==> config.mk <==
export PLATFORM = sky130hd
export DESIGN_NAME = feat_cmd_decoder
export DESIGN_NICKNAME = d
export VERILOG_FILES = /design/src/rtl/feat_pkg.sv /design/src/rtl/feat_code_lut.sv /design/src/rtl/feat_flag_bank.sv /design/src/rtl/feat_bus_ctrl.sv /design/src/rtl/feat_cmd_decoder.sv
export SDC_FILE = /design/constraint.sdc
export NUM_CORES = 1
export LEC_CHECK = 0
export ABC_CLOCK_PERIOD_IN_PS = 3590
export CAP_MARGIN = 20
export CORE_ASPECT_RATIO = 1.2
export CORE_UTILIZATION = 67
export DETAILED_ROUTE_END_ITERATION = 8
export DONT_BUFFER_PORTS = 1
export PLACE_DENSITY = 0.83
export SYNTH_ARGS = -nofsm -noshare
export SYNTH_HDL_FRONTEND = slang
export SYNTH_SLANG_ARGS = --single-unit
export TNS_END_PERCENT = 50
==> constraint.sdc <==
create_clock -name clk -period 3.59 [get_ports clk]
set_input_delay 0.718 -clock clk [delete_from_list [all_inputs] [get_ports clk]]
set_output_delay 0.718 -clock clk [all_outputs]
set_load 0.1 [all_outputs]
==> src/rtl/feat_pkg.sv <==
package feat_pkg;

   localparam int NFLAG = 7;
   localparam int IDX_W = 3;

   // flag slots inside the bank
   localparam int FL_BYTE  = 0;
   localparam int FL_WCACH = 1;
   localparam int FL_APM   = 2;
   localparam int FL_XPWR  = 3;
   localparam int FL_PL1   = 4;
   localparam int FL_RLA   = 5;
   localparam int FL_SDFLT = 6;

   typedef enum logic [2:0] {
      ACT_ABORT = 3'd0,
      ACT_SET   = 3'd1,
      ACT_CLR   = 3'd2,
      ACT_XFER  = 3'd3,
      ACT_ISRC  = 3'd4,
      ACT_NOP   = 3'd5
   } act_e;

   typedef struct packed {
      act_e             act;
      logic [IDX_W-1:0] idx;
   } dec_t;

endpackage

==> src/rtl/feat_code_lut.sv <==
module feat_code_lut
   import feat_pkg::*;
(
   input  logic [7:0] code,
   output dec_t       dec
);

   always_comb begin
      dec.act = ACT_ABORT;
      dec.idx = '0;
      unique case (code)
         8'h01: begin dec.act = ACT_SET; dec.idx = IDX_W'(FL_BYTE);  end
         8'h81: begin dec.act = ACT_CLR; dec.idx = IDX_W'(FL_BYTE);  end
         8'h02: begin dec.act = ACT_SET; dec.idx = IDX_W'(FL_WCACH); end
         8'h82: begin dec.act = ACT_CLR; dec.idx = IDX_W'(FL_WCACH); end
         8'h05: begin dec.act = ACT_SET; dec.idx = IDX_W'(FL_APM);   end
         8'h85: begin dec.act = ACT_CLR; dec.idx = IDX_W'(FL_APM);   end
         8'h09: begin dec.act = ACT_SET; dec.idx = IDX_W'(FL_XPWR);  end
         8'h89: begin dec.act = ACT_CLR; dec.idx = IDX_W'(FL_XPWR);  end
         8'h0A: begin dec.act = ACT_SET; dec.idx = IDX_W'(FL_PL1);   end
         8'h8A: begin dec.act = ACT_CLR; dec.idx = IDX_W'(FL_PL1);   end
         // inverted pair: the low code turns the feature off
         8'hAA: begin dec.act = ACT_SET; dec.idx = IDX_W'(FL_RLA);   end
         8'h55: begin dec.act = ACT_CLR; dec.idx = IDX_W'(FL_RLA);   end
         8'hCC: begin dec.act = ACT_SET; dec.idx = IDX_W'(FL_SDFLT); end
         8'h66: begin dec.act = ACT_CLR; dec.idx = IDX_W'(FL_SDFLT); end
         8'h03: dec.act = ACT_XFER;
         8'h9A: dec.act = ACT_ISRC;
         8'h69, 8'h96, 8'h97, 8'hBB: dec.act = ACT_NOP;
         default: dec.act = ACT_ABORT;
      endcase
   end

endmodule

==> src/rtl/feat_flag_bank.sv <==
module feat_flag_bank
   import feat_pkg::*;
#(
   parameter int             CFG_W = 8,
   parameter logic [NFLAG-1:0] DFLT = '0
)(
   input  logic             clk,
   input  logic             rst_n,
   input  logic             stb,
   input  dec_t             dec,
   input  logic [CFG_W-1:0] cfg,
   output logic [NFLAG-1:0] flag_q,
   output logic [CFG_W-1:0] xfer_q,
   output logic [CFG_W-1:0] isrc_q
);

   for (genvar gi = 0; gi < NFLAG; gi++) begin : g_flag
      logic hit;
      assign hit = stb && (dec.idx == IDX_W'(gi));
      always_ff @(posedge clk) begin
         if (!rst_n)
            flag_q[gi] <= DFLT[gi];
         else if (hit && dec.act == ACT_SET)
            flag_q[gi] <= 1'b1;
         else if (hit && dec.act == ACT_CLR)
            flag_q[gi] <= 1'b0;
      end
   end

   always_ff @(posedge clk) begin
      if (!rst_n) begin
         xfer_q <= '0;
         isrc_q <= '0;
      end else if (stb) begin
         if (dec.act == ACT_XFER) xfer_q <= cfg;
         if (dec.act == ACT_ISRC) isrc_q <= cfg;
      end
   end

endmodule

==> src/rtl/feat_bus_ctrl.sv <==
module feat_bus_ctrl #(
   parameter int DATA_W = 16,
   parameter int LOW_W  = 8
)(
   input  logic              clk,
   input  logic              rst_n,
   input  logic              byte_mode,
   input  logic              data_acc,
   input  logic [DATA_W-1:0] host_wdata,
   input  logic              dma_req,
   output logic [DATA_W-1:0] dev_wdata,
   output logic              io16_act,
   output logic              dma_err
);

   localparam int HI_W = DATA_W - LOW_W;

   assign dev_wdata = byte_mode ? {{HI_W{1'b0}}, host_wdata[LOW_W-1:0]} : host_wdata;
   assign io16_act  = data_acc && !byte_mode;

   always_ff @(posedge clk) begin
      if (!rst_n) dma_err <= 1'b0;
      else        dma_err <= dma_req && byte_mode;
   end

endmodule

==> src/rtl/feat_cmd_decoder.sv <==
module feat_cmd_decoder
   import feat_pkg::*;
#(
   parameter int DATA_W = 16,
   parameter int CFG_W  = 8,
   parameter logic [NFLAG-1:0] FLAG_DFLT = 7'b010_0010
)(
   input  logic              clk,
   input  logic              rst_n,
   input  logic              cmd_stb,
   input  logic [7:0]        cmd_code,
   input  logic [CFG_W-1:0]  cmd_cfg,
   output logic              done,
   output logic              abort,
   output logic              byte_mode,
   output logic              wcache_en,
   output logic              apm_en,
   output logic              xpwr_en,
   output logic              pl1_en,
   output logic              rla_en,
   output logic              soft_dflt_en,
   output logic [CFG_W-1:0]  xfer_mode,
   output logic [CFG_W-1:0]  isrc_cap,
   input  logic              data_acc,
   input  logic [DATA_W-1:0] host_wdata,
   output logic [DATA_W-1:0] dev_wdata,
   output logic              io16_act,
   input  logic              dma_req,
   output logic              dma_err
);

   localparam int LOW_W = 8;

   if (DATA_W <= LOW_W) begin : g_bad_data_w
      $error("DATA_W must exceed the byte lane width");
   end
   if (CFG_W < 1) begin : g_bad_cfg_w
      $error("CFG_W must be at least 1");
   end
   if (FLAG_DFLT[FL_BYTE] != 1'b0) begin : g_bad_dflt
      $error("byte-wide mode must default to off");
   end

   dec_t             dec;
   logic [NFLAG-1:0] flag_q;

   feat_code_lut u_lut (
      .code (cmd_code),
      .dec  (dec)
   );

   feat_flag_bank #(.CFG_W(CFG_W), .DFLT(FLAG_DFLT)) u_bank (
      .clk    (clk),
      .rst_n  (rst_n),
      .stb    (cmd_stb),
      .dec    (dec),
      .cfg    (cmd_cfg),
      .flag_q (flag_q),
      .xfer_q (xfer_mode),
      .isrc_q (isrc_cap)
   );

   always_ff @(posedge clk) begin
      if (!rst_n) begin
         done  <= 1'b0;
         abort <= 1'b0;
      end else begin
         done  <= cmd_stb;
         abort <= cmd_stb && (dec.act == ACT_ABORT);
      end
   end

   assign byte_mode    = flag_q[FL_BYTE];
   assign wcache_en    = flag_q[FL_WCACH];
   assign apm_en       = flag_q[FL_APM];
   assign xpwr_en      = flag_q[FL_XPWR];
   assign pl1_en       = flag_q[FL_PL1];
   assign rla_en       = flag_q[FL_RLA];
   assign soft_dflt_en = flag_q[FL_SDFLT];

   feat_bus_ctrl #(.DATA_W(DATA_W), .LOW_W(LOW_W)) u_bus (
      .clk        (clk),
      .rst_n      (rst_n),
      .byte_mode  (flag_q[FL_BYTE]),
      .data_acc   (data_acc),
      .host_wdata (host_wdata),
      .dma_req    (dma_req),
      .dev_wdata  (dev_wdata),
      .io16_act   (io16_act),
      .dma_err    (dma_err)
   );

endmodule

==> impl_results.rst, run 1 <==
.. list-table::
   :header-rows: 1

   * - Metric
     - Value
   * - Initial antenna violation count
     - 0
   * - CTS Root Cell
     - sky130_fd_sc_hd__clkbuf_4
   * - Actual transition at the worst max-transition pin
     - a little under 1 ns
   * - Post-CTS Resized
     - 0
   * - Post-synthesis sequential element count
     - 26
   * - Fraction of the cycle the final worst path needs
     - 0.603
   * - Startpoint type of the worst setup path
     - flip-flop
   * - Highest routed layer
     - met4
   * - Part of the Yosys area used for sequential elements
     - 0.344
   * - Category of the worst setup path capture point
     - output port
   * - Worst hold path endpoint
     - u_bank.flag_q[5]$_SDFFE_PP1P_
   * - Number of global-route vias before repair
     - 1145
   * - # Post-CTS Setup Buffers
     - 0
   * - Largest fanout on the critical path
     - 11
   * - Clock network latency to the later pin of the worst-skew pair
     - between 0.3 and 0.4 ns
   * - Global-route usage over all layers
     - 0.273
   * - Hold Crit Start
     - rst_n
   * - CTS tree
     - yes
   * - Overall routed net length
     - approximately 3300 um
   * - Final setup violation count
     - 0
   * - Fraction of final layout cells sized beyond drive strength 1
     - 0.166
   * - Pre-antenna DRT Iters
     - 4
   * - Clock period minus worst slack
     - roughly 2.2 ns
   * - Diode count
     - 0
   * - Total congestion overflow
     - 0
   * - Pin count of the biggest net entering global routing
     - 34
   * - Die Width
     - 45.4 um
   * - Layout overhead on the synthesized area
     - 6.36%
   * - Maximum achievable frequency
     - roughly 460 MHz
   * - I/O pins
     - 80
   * - Remaining max-slew budget at the tightest pin
     - 0.339
   * - Routability congestion estimate
     - 0.975
   * - Post-route total power
     - approximately 590 uW
   * - Static leakage power
     - 0.000670 uW
   * - Number of library cell types mapped by synthesis
     - 42
   * - Final hold violations
     - 0
   * - Clk buf depth
     - 2
   * - RR Startpoint
     - u_bank.flag_q[2]$_SDFFE_PN0P_
   * - Global-route wire length before repair
     - just under 5000 um
   * - Count of buffers inserted at the top-level ports
     - 0
   * - Via total after detailed routing
     - roughly 1200
   * - Clock Pin Slew Worst Setup and Hold Paths
     - approximately 0.14 ns
   * - Worst Clk Skew
     - around 0.00046 ns
   * - WL met1
     - around 1200 um
   * - Number of cells on the worst hold path
     - 1
   * - Routed via count divided by cell count
     - 6.11
   * - Routed wire length on met2
     - about 1800 um
   * - Syn Nets
     - between 200 and 250
   * - Type of the worst setup path
     - reg -> out
   * - Final standard cell area without fillers
     - around 1600 sq um
   * - Post-Syn Area
     - 1510 sq um
   * - Number of max-cap violations
     - 0
   * - Terminus of the critical flop-to-flop path
     - u_bank.flag_q[2]$_SDFFE_PN0P_
   * - Post-route antenna net violation count
     - 0
   * - Count of warnings emitted by yosys
     - 0
   * - Post-place instance area
     - roughly 1600 sq um
   * - Setup TNS
     - 0 ns
   * - Data arrival time at the worst-slack endpoint
     - between 1 and 1.5 ns
   * - Slack of the worst reg-to-reg path
     - between 2 and 2.5 ns
   * - Remaining design rule violation count
     - 0
   * - Routed length on met3
     - around 230 um
   * - Required time of the worst setup path
     - about 2.9 ns
   * - CTS Hold Bufs
     - 0
   * - Gate count of the mapped netlist
     - 169
   * - Power per Cell Area
     - between 300 and 400 nW/um^2
   * - Setup repair after global routing missed its margin
     - false
   * - DP HPWL
     - roughly 2600 um
   * - Number of buffers added by the clock tree synthesis step
     - 3
   * - Worst vdd rail ir drop
     - ~0.26 mV
   * - Worst Reg2Reg Path Length in Cells
     - 2
   * - Pins Over Slew Limit
     - 0
   * - Per-instance average area after synthesis
     - between 8 and 9 sq um
   * - Die Footprint
     - 2450 sq um
   * - 1st-iter DRT viols
     - 36
   * - Starting Density
     - 0.723
   * - FP Rows
     - 18
   * - Vertical die dimension
     - 54.1 um
   * - Final net count
     - between 200 and 250
   * - Outcome
     - finished clean
   * - Clock sink total
     - 26
   * - Kind of path behind the tightest hold check
     - in -> reg
   * - Placeable core region
     - about 2100 sq um
   * - Final routed wire length divided by cell count
     - around 17 um
   * - Total number of H-tree levels
     - 1
layout make-up:
| class | instances | area (sq um) |
|---|---|---|
| clock buffer | 3 | 22.5 |
| clock inverter | 1 | 30.0 |
| fill | 142 | 484 |
| inverter | 4 | 15.0 |
| multi-input combinational | 125 | 910 |
| sequential | 26 | 520 |
| tap | 30 | 37.5 |
| timing repair buffer | 10 | 75.1 |
flip-flops by register name, summed over array words and instances (netlist names):
register,count
u_bank.isrc_q,8
u_bank.xfer_q,8
u_bank.flag_q,7
abort,1
done,1
u_bus.dma_err,1
kinds of logic after synthesis:
| family | count (synthesis) | synth area share |
|---|---|---|
| DFF | 26 | 0.344 |
| and+or+nand+nor | 84 | 0.337 |
| AOI/OAI and AO/OA | 22 | 0.124 |
| buffers and inverters | 18 | 0.0702 |
| xor gates and xnor gates | 1 | 0.00579 |
| muxes | 18 | 0.119 |
cells in the mapped netlist:
master,instances,share of area
sky130_fd_sc_hd__nand2_1,27,0.067
sky130_fd_sc_hd__dfxtp_1,26,0.34
sky130_fd_sc_hd__nor2b_1,21,0.087
sky130_fd_sc_hd__mux2i_1,18,0.12
sky130_fd_sc_hd__buf_4,8,0.040
sky130_fd_sc_hd__nor3b_1,5,0.025
sky130_fd_sc_hd__nor4bb_1,5,0.033
sky130_fd_sc_hd__and3_1,4,0.017
sky130_fd_sc_hd__clkbuf_1,4,0.0099
sky130_fd_sc_hd__inv_1,4,0.0099
sky130_fd_sc_hd__nand3b_1,3,0.015
sky130_fd_sc_hd__o21ai_1,3,0.0099
sky130_fd_sc_hd__a211o_1,2,0.012
sky130_fd_sc_hd__a21oi_1,2,0.0066
sky130_fd_sc_hd__a22oi_1,2,0.0099
sky130_fd_sc_hd__and2_1,2,0.0083
sky130_fd_sc_hd__and4bb_1,2,0.017
sky130_fd_sc_hd__nand2b_1,2,0.0083
sky130_fd_sc_hd__nor2_1,2,0.0050
sky130_fd_sc_hd__nor3_1,2,0.0066
sky130_fd_sc_hd__o311ai_1,2,0.012
sky130_fd_sc_hd__or3_1,2,0.0083
sky130_fd_sc_hd__or3b_1,2,0.012
sky130_fd_sc_hd__a21oi_4,1,0.011
sky130_fd_sc_hd__a311oi_4,1,0.017
sky130_fd_sc_hd__a31oi_1,1,0.0041
sky130_fd_sc_hd__and4_4,1,0.0074
sky130_fd_sc_hd__buf_2,1,0.0033
sky130_fd_sc_hd__buf_6,1,0.0074
sky130_fd_sc_hd__nand2b_4,1,0.0091
sky130_fd_sc_hd__nand3_1,1,0.0033
sky130_fd_sc_hd__nand4_1,1,0.0041
sky130_fd_sc_hd__nand4b_1,1,0.0058
sky130_fd_sc_hd__o211a_2,1,0.0066
sky130_fd_sc_hd__o21ai_0,1,0.0033
sky130_fd_sc_hd__o21bai_1,1,0.0050
sky130_fd_sc_hd__o22ai_1,1,0.0041
sky130_fd_sc_hd__o2bb2ai_1,1,0.0058
sky130_fd_sc_hd__o311a_1,1,0.0066
sky130_fd_sc_hd__o31a_1,1,0.0058
sky130_fd_sc_hd__o31ai_1,1,0.0050
sky130_fd_sc_hd__xnor2_1,1,0.0058
critical path, stage by stage (launching register included):
cell                      delay, ns
sky130_fd_sc_hd__dfxtp_1       0.38
sky130_fd_sc_hd__buf_4         0.39
sky130_fd_sc_hd__nor2b_2       0.09
sky130_fd_sc_hd__buf_4         0.25
placed cells by master, fill, tap and decap left out, drive strengths merged:
master	instances
nand4	1
a21oi	3
nand2	27
mux2i	18
buf	10
nor3	2
o31a	1
o311ai	2
a22oi	2
dfxtp	26
nand2b	3
bufinv	1
inv	4
nor4bb	5
o21bai	1
nor3b	5
nor2b	21
xnor2	1
o21ai	4
or3b	2
a311oi	1
and2	2
nor2	2
clkbuf	3
o311a	1
and4	1
and3	4
nand3b	3
o31ai	1
and4bb	2
o211a	1
nand3	1
or3	2
a211o	2
a31oi	1
nand4b	1
o2bb2ai	1
o22ai	1
how the worst max path moves through the flow:
stage                             startpoint                            end  slack, ns  depth (start not counted)
5_1_grt        u_bank.flag_q[0]$_SDFFE_PN0P_                  dev_wdata[15]       1.40                          3
6_report       u_bank.flag_q[0]$_SDFFE_PN0P_                  dev_wdata[15]       1.43                          3
2_1_floorplan  u_bank.flag_q[0]$_SDFFE_PN0P_                  dev_wdata[10]       0.56                          2
3_3_place_gp                     cmd_code[4]  u_bank.xfer_q[7]$_SDFFE_PN0P_       1.29                          6
3_5_place_dp                     cmd_code[4]  u_bank.xfer_q[0]$_SDFFE_PN0P_       1.22                          6
4_1_cts        u_bank.flag_q[0]$_SDFFE_PN0P_                  dev_wdata[15]       1.44                          3
report_power, final:
group          internal (uW)  leakage [uW]  switching, uW
logic                   27.5      0.000432           63.3
clock network            113     0.0000279           85.5
registers                290      0.000210           13.8
total                    431      0.000670            163
stage by stage:
step	utilization	instances	setup WS (ns)	hold slack (ns)
3_3_place_gp	0.744	195	1.29	0.539
4_1_cts	0.769	199	1.44	0.456
3_5_place_dp	0.744	195	1.22	0.575
6_report	0.769	199	1.43	0.467
2_1_floorplan	-	169	0.561	0.842
5_1_grt	0.769	199	1.40	0.445
metal layers:
metal / GRT usage / up-vias
li1: - / 589
met1: 0.280 / 562
met2: 0.488 / 56
met3: 0.0805 / 9
met4: 0.146 / 0
met5: 0 / -
No activity file was read; power rests on OpenSTA's default activity.
==> inputs of run 2 (changes only) <==
--- a/config.mk
+++ b/config.mk
@@ -5,13 +5,13 @@
 export SDC_FILE = /design/constraint.sdc
 export NUM_CORES = 1
 export LEC_CHECK = 0
-export ABC_CLOCK_PERIOD_IN_PS = 3590
+export ABC_CLOCK_PERIOD_IN_PS = 2200
 export CAP_MARGIN = 20
 export CORE_ASPECT_RATIO = 1.2
-export CORE_UTILIZATION = 67
+export CORE_UTILIZATION = 62
 export DETAILED_ROUTE_END_ITERATION = 8
 export DONT_BUFFER_PORTS = 1
-export PLACE_DENSITY = 0.83
+export PLACE_DENSITY = 0.78
 export SYNTH_ARGS = -nofsm -noshare
 export SYNTH_HDL_FRONTEND = slang
 export SYNTH_SLANG_ARGS = --single-unit
==> constraint.sdc (replaced) <==
create_clock -name clk -period 2.2 [get_ports clk]
set_input_delay 0.44 -clock clk [delete_from_list [all_inputs] [get_ports clk]]
set_output_delay 0.44 -clock clk [all_outputs]
set_load 0.1 [all_outputs]
==> run 2 against run 1 <==
  * Worst setup slack worse by 1.1 ns
  * Core utilization increased by 6.4 points
  * Sequential cell count is the same
  * Clock skew hardly changed
  * Clock power up 67%
  * Cell count grew 14%
  * Via count grew 11%
  * Power increased by 70%
  * Clock-buffer cell count unchanged
  * Sequential share of layout area fell by 5.2 points
  * Critical path depth decreased by 2
  * Critical path type unchanged
==> impl_results.rst, run 2 (synthesized netlist as in run 1, its figures left out) <==
.. list-table::
   :header-rows: 1

   * - Metric
     - Value
   * - Outcome
     - finished clean
   * - Worst vdd rail ir drop
     - around 0.42 mV
   * - Remaining design rule violation count
     - 0
   * - Fraction of final layout cells sized beyond drive strength 1
     - 0.277
   * - Global-route usage over all layers
     - 0.311
   * - Post-place instance area
     - roughly 1900 sq um
   * - Worst setup path start
     - u_bank.flag_q[0]$_SDFFE_PN0P_
   * - Post-CTS Resized
     - 0
   * - Logic gate share of total power
     - 0.202
   * - Placeable core region
     - roughly 2300 sq um
   * - Worst slack at placement
     - 0.143 ns
   * - Largest registers ranked by flip-flop count
     - u_bank.isrc_q (8), u_bank.xfer_q (8), u_bank.flag_q (7)
   * - Routability congestion estimate
     - 1.08
   * - DP HPWL
     - slightly below 3000 um
   * - Vertical die dimension
     - 56.1 um
   * - Kind of path behind the tightest hold check
     - in -> reg
   * - Post-route antenna net violation count
     - 0
   * - Smallest setup slack after layout
     - between 0.3 and 0.4 ns
   * - Final hold violations
     - 0
   * - Number of global-route vias before repair
     - about 1300
   * - Overall routed net length
     - a little under 4000 um
   * - Largest stage delay on the critical path
     - 0.71 ns
   * - Commonest cells after routing, fill and taps aside
     - sky130_fd_sc_hd__nand2_1, sky130_fd_sc_hd__buf_4, sky130_fd_sc_hd__dfxtp_1, sky130_fd_sc_hd__mux2i_1, sky130_fd_sc_hd__nor2b_1
   * - Layout overhead on the synthesized area
     - 26.8%
   * - Post-route total power
     - slightly above 1000 uW
   * - Kind of cell with the highest combined delay on the critical path
     - flip-flops
   * - Final standard cell area without fillers
     - between 1500 and 2000 sq um
   * - Switching power summed over all nets
     - ~280 uW
   * - Data arrival time at the worst-slack endpoint
     - approximately 1.4 ns
   * - Routed via count divided by cell count
     - just under 6
   * - CTS Root Cell
     - sky130_fd_sc_hd__clkbuf_4
   * - Worst Clk Skew
     - about 0.00026 ns
   * - Clk buf depth
     - 2
   * - CTS Hold Bufs
     - 0
   * - Type of the worst setup path
     - reg -> out
   * - Slack of the worst reg-to-reg path
     - about 0.94 ns
   * - Clock network latency to the later pin of the worst-skew pair
     - ~0.32 ns
   * - Final setup violation count
     - 0
   * - Power per Cell Area
     - roughly 530 nW/um^2
   * - Pre-antenna DRT Iters
     - 4
   * - Terminus of the critical flop-to-flop path
     - u_bank.flag_q[0]$_SDFFE_PN0P_
   * - Clock Pin Slew Worst Setup and Hold Paths
     - approximately 0.15 ns
   * - CP max stage cell
     - sky130_fd_sc_hd__dfxtp_1
   * - Via total after detailed routing
     - ~1300
   * - Chain of cells forming the critical path
     - buf_4
   * - Die Width
     - 47.1 um
   * - Number of buffers added by the clock tree synthesis step
     - 3
   * - Total congestion overflow
     - 0
   * - Clock period minus worst slack
     - roughly 1.9 ns
   * - FP Rows
     - 19
   * - Fraction of the cycle the final worst path needs
     - 0.847
   * - Required time of the worst setup path
     - 1.76 ns
   * - I/O pins
     - 80
   * - Largest fanout on the critical path
     - 13
   * - Actual transition at the worst max-transition pin
     - around 0.57 ns
   * - Worst Reg2Reg Path Length in Cells
     - 3
   * - # Post-CTS Setup Buffers
     - 0
   * - Final net count
     - 233
   * - Final routed wire length divided by cell count
     - approximately 17 um
   * - Setup repair after global routing missed its margin
     - false
   * - Switching portion of total power
     - 0.277
   * - Category of the worst setup path capture point
     - output port
   * - Clock sink total
     - 26
   * - Number of buffer and inverter instances along the worst setup path
     - 1
   * - Clock group share of total power
     - 0.327
   * - Global-route wire length before repair
     - about 6000 um
   * - Internal power summed over all cells
     - 731 uW
   * - Pins Over Slew Limit
     - 0
   * - Remaining max-slew budget at the tightest pin
     - 0.622
   * - Starting Density
     - 0.657
   * - CTS tree
     - yes
   * - Worst Setup EP
     - byte_mode
   * - Initial antenna violation count
     - 0
   * - Pin count of the biggest net entering global routing
     - 34
   * - Number of fill cells in the layout
     - approximately 140
   * - Startpoint type of the worst setup path
     - flip-flop
   * - Maximum achievable frequency
     - approximately 540 MHz
   * - Diode count
     - 0
   * - Total number of H-tree levels
     - 1
   * - RR Startpoint
     - u_bank.flag_q[0]$_SDFFE_PN0P_
   * - Number of max-cap violations
     - 0
   * - 1st-iter DRT viols
     - between 90 and 100
   * - Die Footprint
     - around 2600 sq um
   * - Critical path depth in cells
     - 1
   * - Count of buffers inserted at the top-level ports
     - 0
   * - Sequential cell fraction of total power
     - 0.471
   * - Setup TNS
     - 0 ns
   * - Static leakage power
     - ~0.00085 uW
[run 2: cell count changes in the layout (fill, tap and decap cells not counted), sizes merged]
cell | before | now
buf | 10 | 36
[run 2: worst min path at each step]
stage / startpoint / to / slack (ns) / cells after the start
after floorplan: cmd_stb / done$_SDFF_PN0_ / 0.56 / 2
after global placement: u_bank.xfer_q[0]$_SDFFE_PN0P_ / u_bank.xfer_q[0]$_SDFFE_PN0P_ / 0.45 / 2
after detailed placement: u_bank.xfer_q[3]$_SDFFE_PN0P_ / u_bank.xfer_q[3]$_SDFFE_PN0P_ / 0.45 / 2
after CTS: rst_n / u_bank.flag_q[5]$_SDFFE_PP1P_ / 0.17 / 1
after global routing: rst_n / u_bank.flag_q[1]$_SDFFE_PP1P_ / 0.17 / 1
final: rst_n / u_bank.flag_q[1]$_SDFFE_PP1P_ / 0.17 / 1
[run 2: final cells by class]
class,count,area [sq um],share of cell area
multi-input cells,125,910,0.474
flip-flops and latches,26,520,0.271
repair buffers,36,383,0.199
well taps,31,38.8,0.0202
clock inverters,1,30.0,0.0156
clock buffers,3,22.5,0.0117
inverters,4,15.0,0.00782
[run 2: worst register-to-register path: cells and delay by family, from the launching register on]
family	cells	cell delay (ns)
compound gates	3	0.52
flops	1	0.71
[run 2: layer usage]
metal | up-vias | part of all wire | global-route usage
li1 | 642 | - | -
met1 | 621 | 0.39 | 0.364
met2 | 74 | 0.53 | 0.540
met3 | 9 | 0.059 | 0.0519
met4 | 0 | 0.015 | 0.110
met5 | - | 0 | 0
[run 2: through the flow]
stage          utilization  hold WS (ns)  instances
2_1_floorplan            -         0.564        169
3_3_place_gp         0.810         0.445        222
3_5_place_dp         0.810         0.452        222
4_1_cts              0.832         0.170        226
5_1_grt              0.832         0.169        226
6_report             0.832         0.169        226
[run 2: power groups by stage]
stage | logic, uW | clock network (uW) | registers [uW]
2_1_floorplan | 201 | 0 | 508
3_3_place_gp | 198 | 0 | 486
3_5_place_dp | 202 | 0 | 486
4_1_cts | 203 | 328 | 476
5_1_grt | 209 | 339 | 476
6_report | 204 | 331 | 476
==> inputs of run 3 (changes only) <==
--- a/config.mk
+++ b/config.mk
@@ -5,13 +5,13 @@
 export SDC_FILE = /design/constraint.sdc
 export NUM_CORES = 1
 export LEC_CHECK = 0
-export ABC_CLOCK_PERIOD_IN_PS = 2200
+export ABC_CLOCK_PERIOD_IN_PS = 1500
 export CAP_MARGIN = 20
 export CORE_ASPECT_RATIO = 1.2
-export CORE_UTILIZATION = 62
+export CORE_UTILIZATION = 56
 export DETAILED_ROUTE_END_ITERATION = 8
 export DONT_BUFFER_PORTS = 1
-export PLACE_DENSITY = 0.78
+export PLACE_DENSITY = 0.74
 export SYNTH_ARGS = -nofsm -noshare
 export SYNTH_HDL_FRONTEND = slang
 export SYNTH_SLANG_ARGS = --single-unit
==> constraint.sdc (replaced) <==
create_clock -name clk -period 1.5 [get_ports clk]
set_input_delay 0.3 -clock clk [delete_from_list [all_inputs] [get_ports clk]]
set_output_delay 0.3 -clock clk [all_outputs]
set_load 0.1 [all_outputs]
==> run 3 against run 2 <==
  * The flow now finishes with violations (negative setup slack)
  * Clock skew about the same
  * Register-to-register slack worse by 0.47 ns
  * Sequential power increased by 46%
  * First-iteration DRC count shrank 74%
  * Largest power group unchanged
  * Highest routed layer unchanged
==> impl_results.rst, run 3 (synthesized netlist as in run 1, its figures left out) <==
.. list-table::
   :header-rows: 1

   * - Metric
     - Value
   * - Layout overhead on the synthesized area
     - 42.5%
   * - DP HPWL
     - about 3000 um
   * - Via total after detailed routing
     - 1397
   * - Maximum achievable frequency
     - about 660 MHz
   * - Commonest cells after routing, fill and taps aside
     - sky130_fd_sc_hd__buf_4, sky130_fd_sc_hd__nand2_1, sky130_fd_sc_hd__dfxtp_1, sky130_fd_sc_hd__mux2i_1
   * - Total area of sequential cells
     - 524 sq um
   * - Placeable core region
     - approximately 2600 sq um
   * - CTS Root Cell
     - sky130_fd_sc_hd__clkbuf_4
   * - Clock period minus worst slack
     - 1.52 ns
   * - Post-route total power
     - 1380 uW
   * - Die Width
     - approximately 49 um
   * - 1st-iter DRT viols
     - 24
   * - Starting Density
     - 0.593
   * - Type of the worst setup path
     - in -> reg
   * - Remaining max-slew budget at the tightest pin
     - 0.691
   * - Chain of cells forming the critical path
     - or3b_1 -> a211o_1 -> o211a_2 -> nand2b_4 -> o311ai_2 -> o21ai_1
   * - Pins Over Slew Limit
     - 0
   * - Multi-input combinational cell area
     - 1010 sq um
   * - Clock network latency to the later pin of the worst-skew pair
     - approximately 0.31 ns
   * - Remaining design rule violation count
     - 0
   * - Slack of the worst reg-to-reg path
     - 0.47 ns
   * - Final setup violation count
     - 1
   * - FP Rows
     - 20
   * - Worst Reg2Reg Path Length in Cells
     - 3
   * - Final hold violations
     - 0
   * - Global-route usage over all layers
     - 0.262
   * - RR Startpoint
     - u_bank.flag_q[0]$_SDFFE_PN0P_
   * - Global-route wire length before repair
     - 5820 um
   * - Initial antenna violation count
     - 0
   * - Number of max-cap violations
     - 0
   * - Actual transition at the worst max-transition pin
     - between 0.4 and 0.5 ns
   * - Startpoint type of the worst setup path
     - primary input
   * - Routed via count divided by cell count
     - 5.73
   * - Terminus of the critical flop-to-flop path
     - u_bank.flag_q[0]$_SDFFE_PN0P_
   * - Smallest setup slack after layout
     - -0.0181 ns
   * - Setup TNS
     - -0.0181 ns
   * - Category of the worst setup path capture point
     - flip-flop
   * - Final net count
     - between 200 and 250
   * - Final routed wire length divided by cell count
     - 16.6 um
   * - Post-route antenna net violation count
     - 0
   * - CTS Hold Bufs
     - 0
   * - Total congestion overflow
     - 0
   * - CTS tree
     - yes
   * - CP max stage cell
     - sky130_fd_sc_hd__or3b_1
   * - I/O pins
     - 80
   * - Clk buf depth
     - 2
   * - Fraction of the cycle the final worst path needs
     - 1.01
   * - Number of buffers added by the clock tree synthesis step
     - 3
   * - Clock sink total
     - 26
   * - Kind of path behind the tightest hold check
     - in -> reg
   * - Number of fill cells in the layout
     - between 100 and 150
   * - Count of buffers inserted at the top-level ports
     - 0
   * - Vertical die dimension
     - 59.0 um
   * - Pre-antenna DRT Iters
     - 4
   * - Fraction of final layout cells sized beyond drive strength 1
     - 0.379
   * - Worst Clk Skew
     - roughly 0.0000014 ns
   * - Clock Pin Slew Worst Setup and Hold Paths
     - between 0.1 and 0.15 ns
   * - Largest fanout on the critical path
     - 8
   * - Largest stage delay on the critical path
     - ~0.4 ns
   * - Fin Hold WS
     - between 0.04 and 0.05 ns
   * - Total number of H-tree levels
     - 1
   * - Worst setup path start
     - cmd_code[7]
   * - Data arrival time at the worst-slack endpoint
     - 1.72 ns
   * - Overall routed net length
     - about 4100 um
   * - Routability congestion estimate
     - roughly 0.8
   * - Largest registers ranked by flip-flop count
     - u_bank.isrc_q (8), u_bank.xfer_q (8), u_bank.flag_q (7)
   * - Die Footprint
     - 2920 sq um
   * - Required time of the worst setup path
     - around 1.7 ns
   * - Power per Cell Area
     - about 640 nW/um^2
   * - Static leakage power
     - 0.000987 uW
   * - Number of global-route vias before repair
     - roughly 1300
   * - Violations in the final reports
     - negative setup slack
   * - Worst vdd rail ir drop
     - 0.707 mV
   * - Most frequent standard cell in the layout excluding fill and tap cells
     - sky130_fd_sc_hd__buf_4
   * - Diode count
     - 0
   * - Pin count of the biggest net entering global routing
     - 34
   * - Outcome
     - finished, violations left
   * - Worst Setup EP
     - u_bank.flag_q[4]$_SDFFE_PN0P_
==> run 3: how the worst min path moves through the flow <==
stage / start / to / slack [ns] / depth (start not counted)
final: rst_n / u_bank.flag_q[1]$_SDFFE_PP1P_ / 0.04 / 1
after global placement: rst_n / u_bank.flag_q[1]$_SDFFE_PP1P_ / 0.37 / 1
after floorplan: cmd_stb / done$_SDFF_PN0_ / 0.42 / 2
after global routing: rst_n / u_bank.flag_q[1]$_SDFFE_PP1P_ / 0.02 / 1
after detailed placement: rst_n / u_bank.flag_q[1]$_SDFFE_PP1P_ / 0.37 / 1
after CTS: rst_n / u_bank.flag_q[1]$_SDFFE_PP1P_ / 0.04 / 1
==> run 3: what timing repair did <==
| action | 4_1_cts | 5_1_grt |
|---|---|---|
| pin swaps | 0 | 6 |
| cloned | 0 | 0 |
| resized for setup | 2 | 9 |
| endpoints found under the setup margin | 10 | 12 |
| setup buffers | 1 | 2 |
==> run 3: critical path: cells and delay by family <==
family           cells  cell delay, ns
AO/OA/AOI/OAI        4            0.85
AND/OR/NAND/NOR      2            0.55
==> run 3: layout make-up <==
type	count	share of cell area
repair buffers	52	0.247
multi-input cells	125	0.468
flip-flops and latches	26	0.243
inverters	4	0.00696
well taps	33	0.0191
clock buffers	4	0.0168
==> run 3: per-layer routing <==
| metal | track usage | vias up | share of wire |
|---|---|---|---|
| met5 | 0 | - | 0 |
| met1 | 0.254 | 646 | 0.36 |
| met3 | 0.0594 | 12 | 0.058 |
| li1 | - | 675 | - |
| met2 | 0.523 | 64 | 0.55 |
| met4 | 0.118 | 0 | 0.031 |
==> run 3: power breakdown <==
part	internal, uW	switching, uW
Clock	148	202
Sequential	693	3.10
Combinational	135	196
==> run 3: through the flow <==
step	utilization	worst slack [ns]	instances	area, sq um
final	0.845	-0.0181	244	2160
after global routing	0.845	-0.00500	244	2160
after CTS	0.820	-0.0187	242	2090
after detailed placement	0.795	-0.409	237	2030
after global placement	0.795	-0.326	237	2030
after floorplan	-	-0.325	169	1600
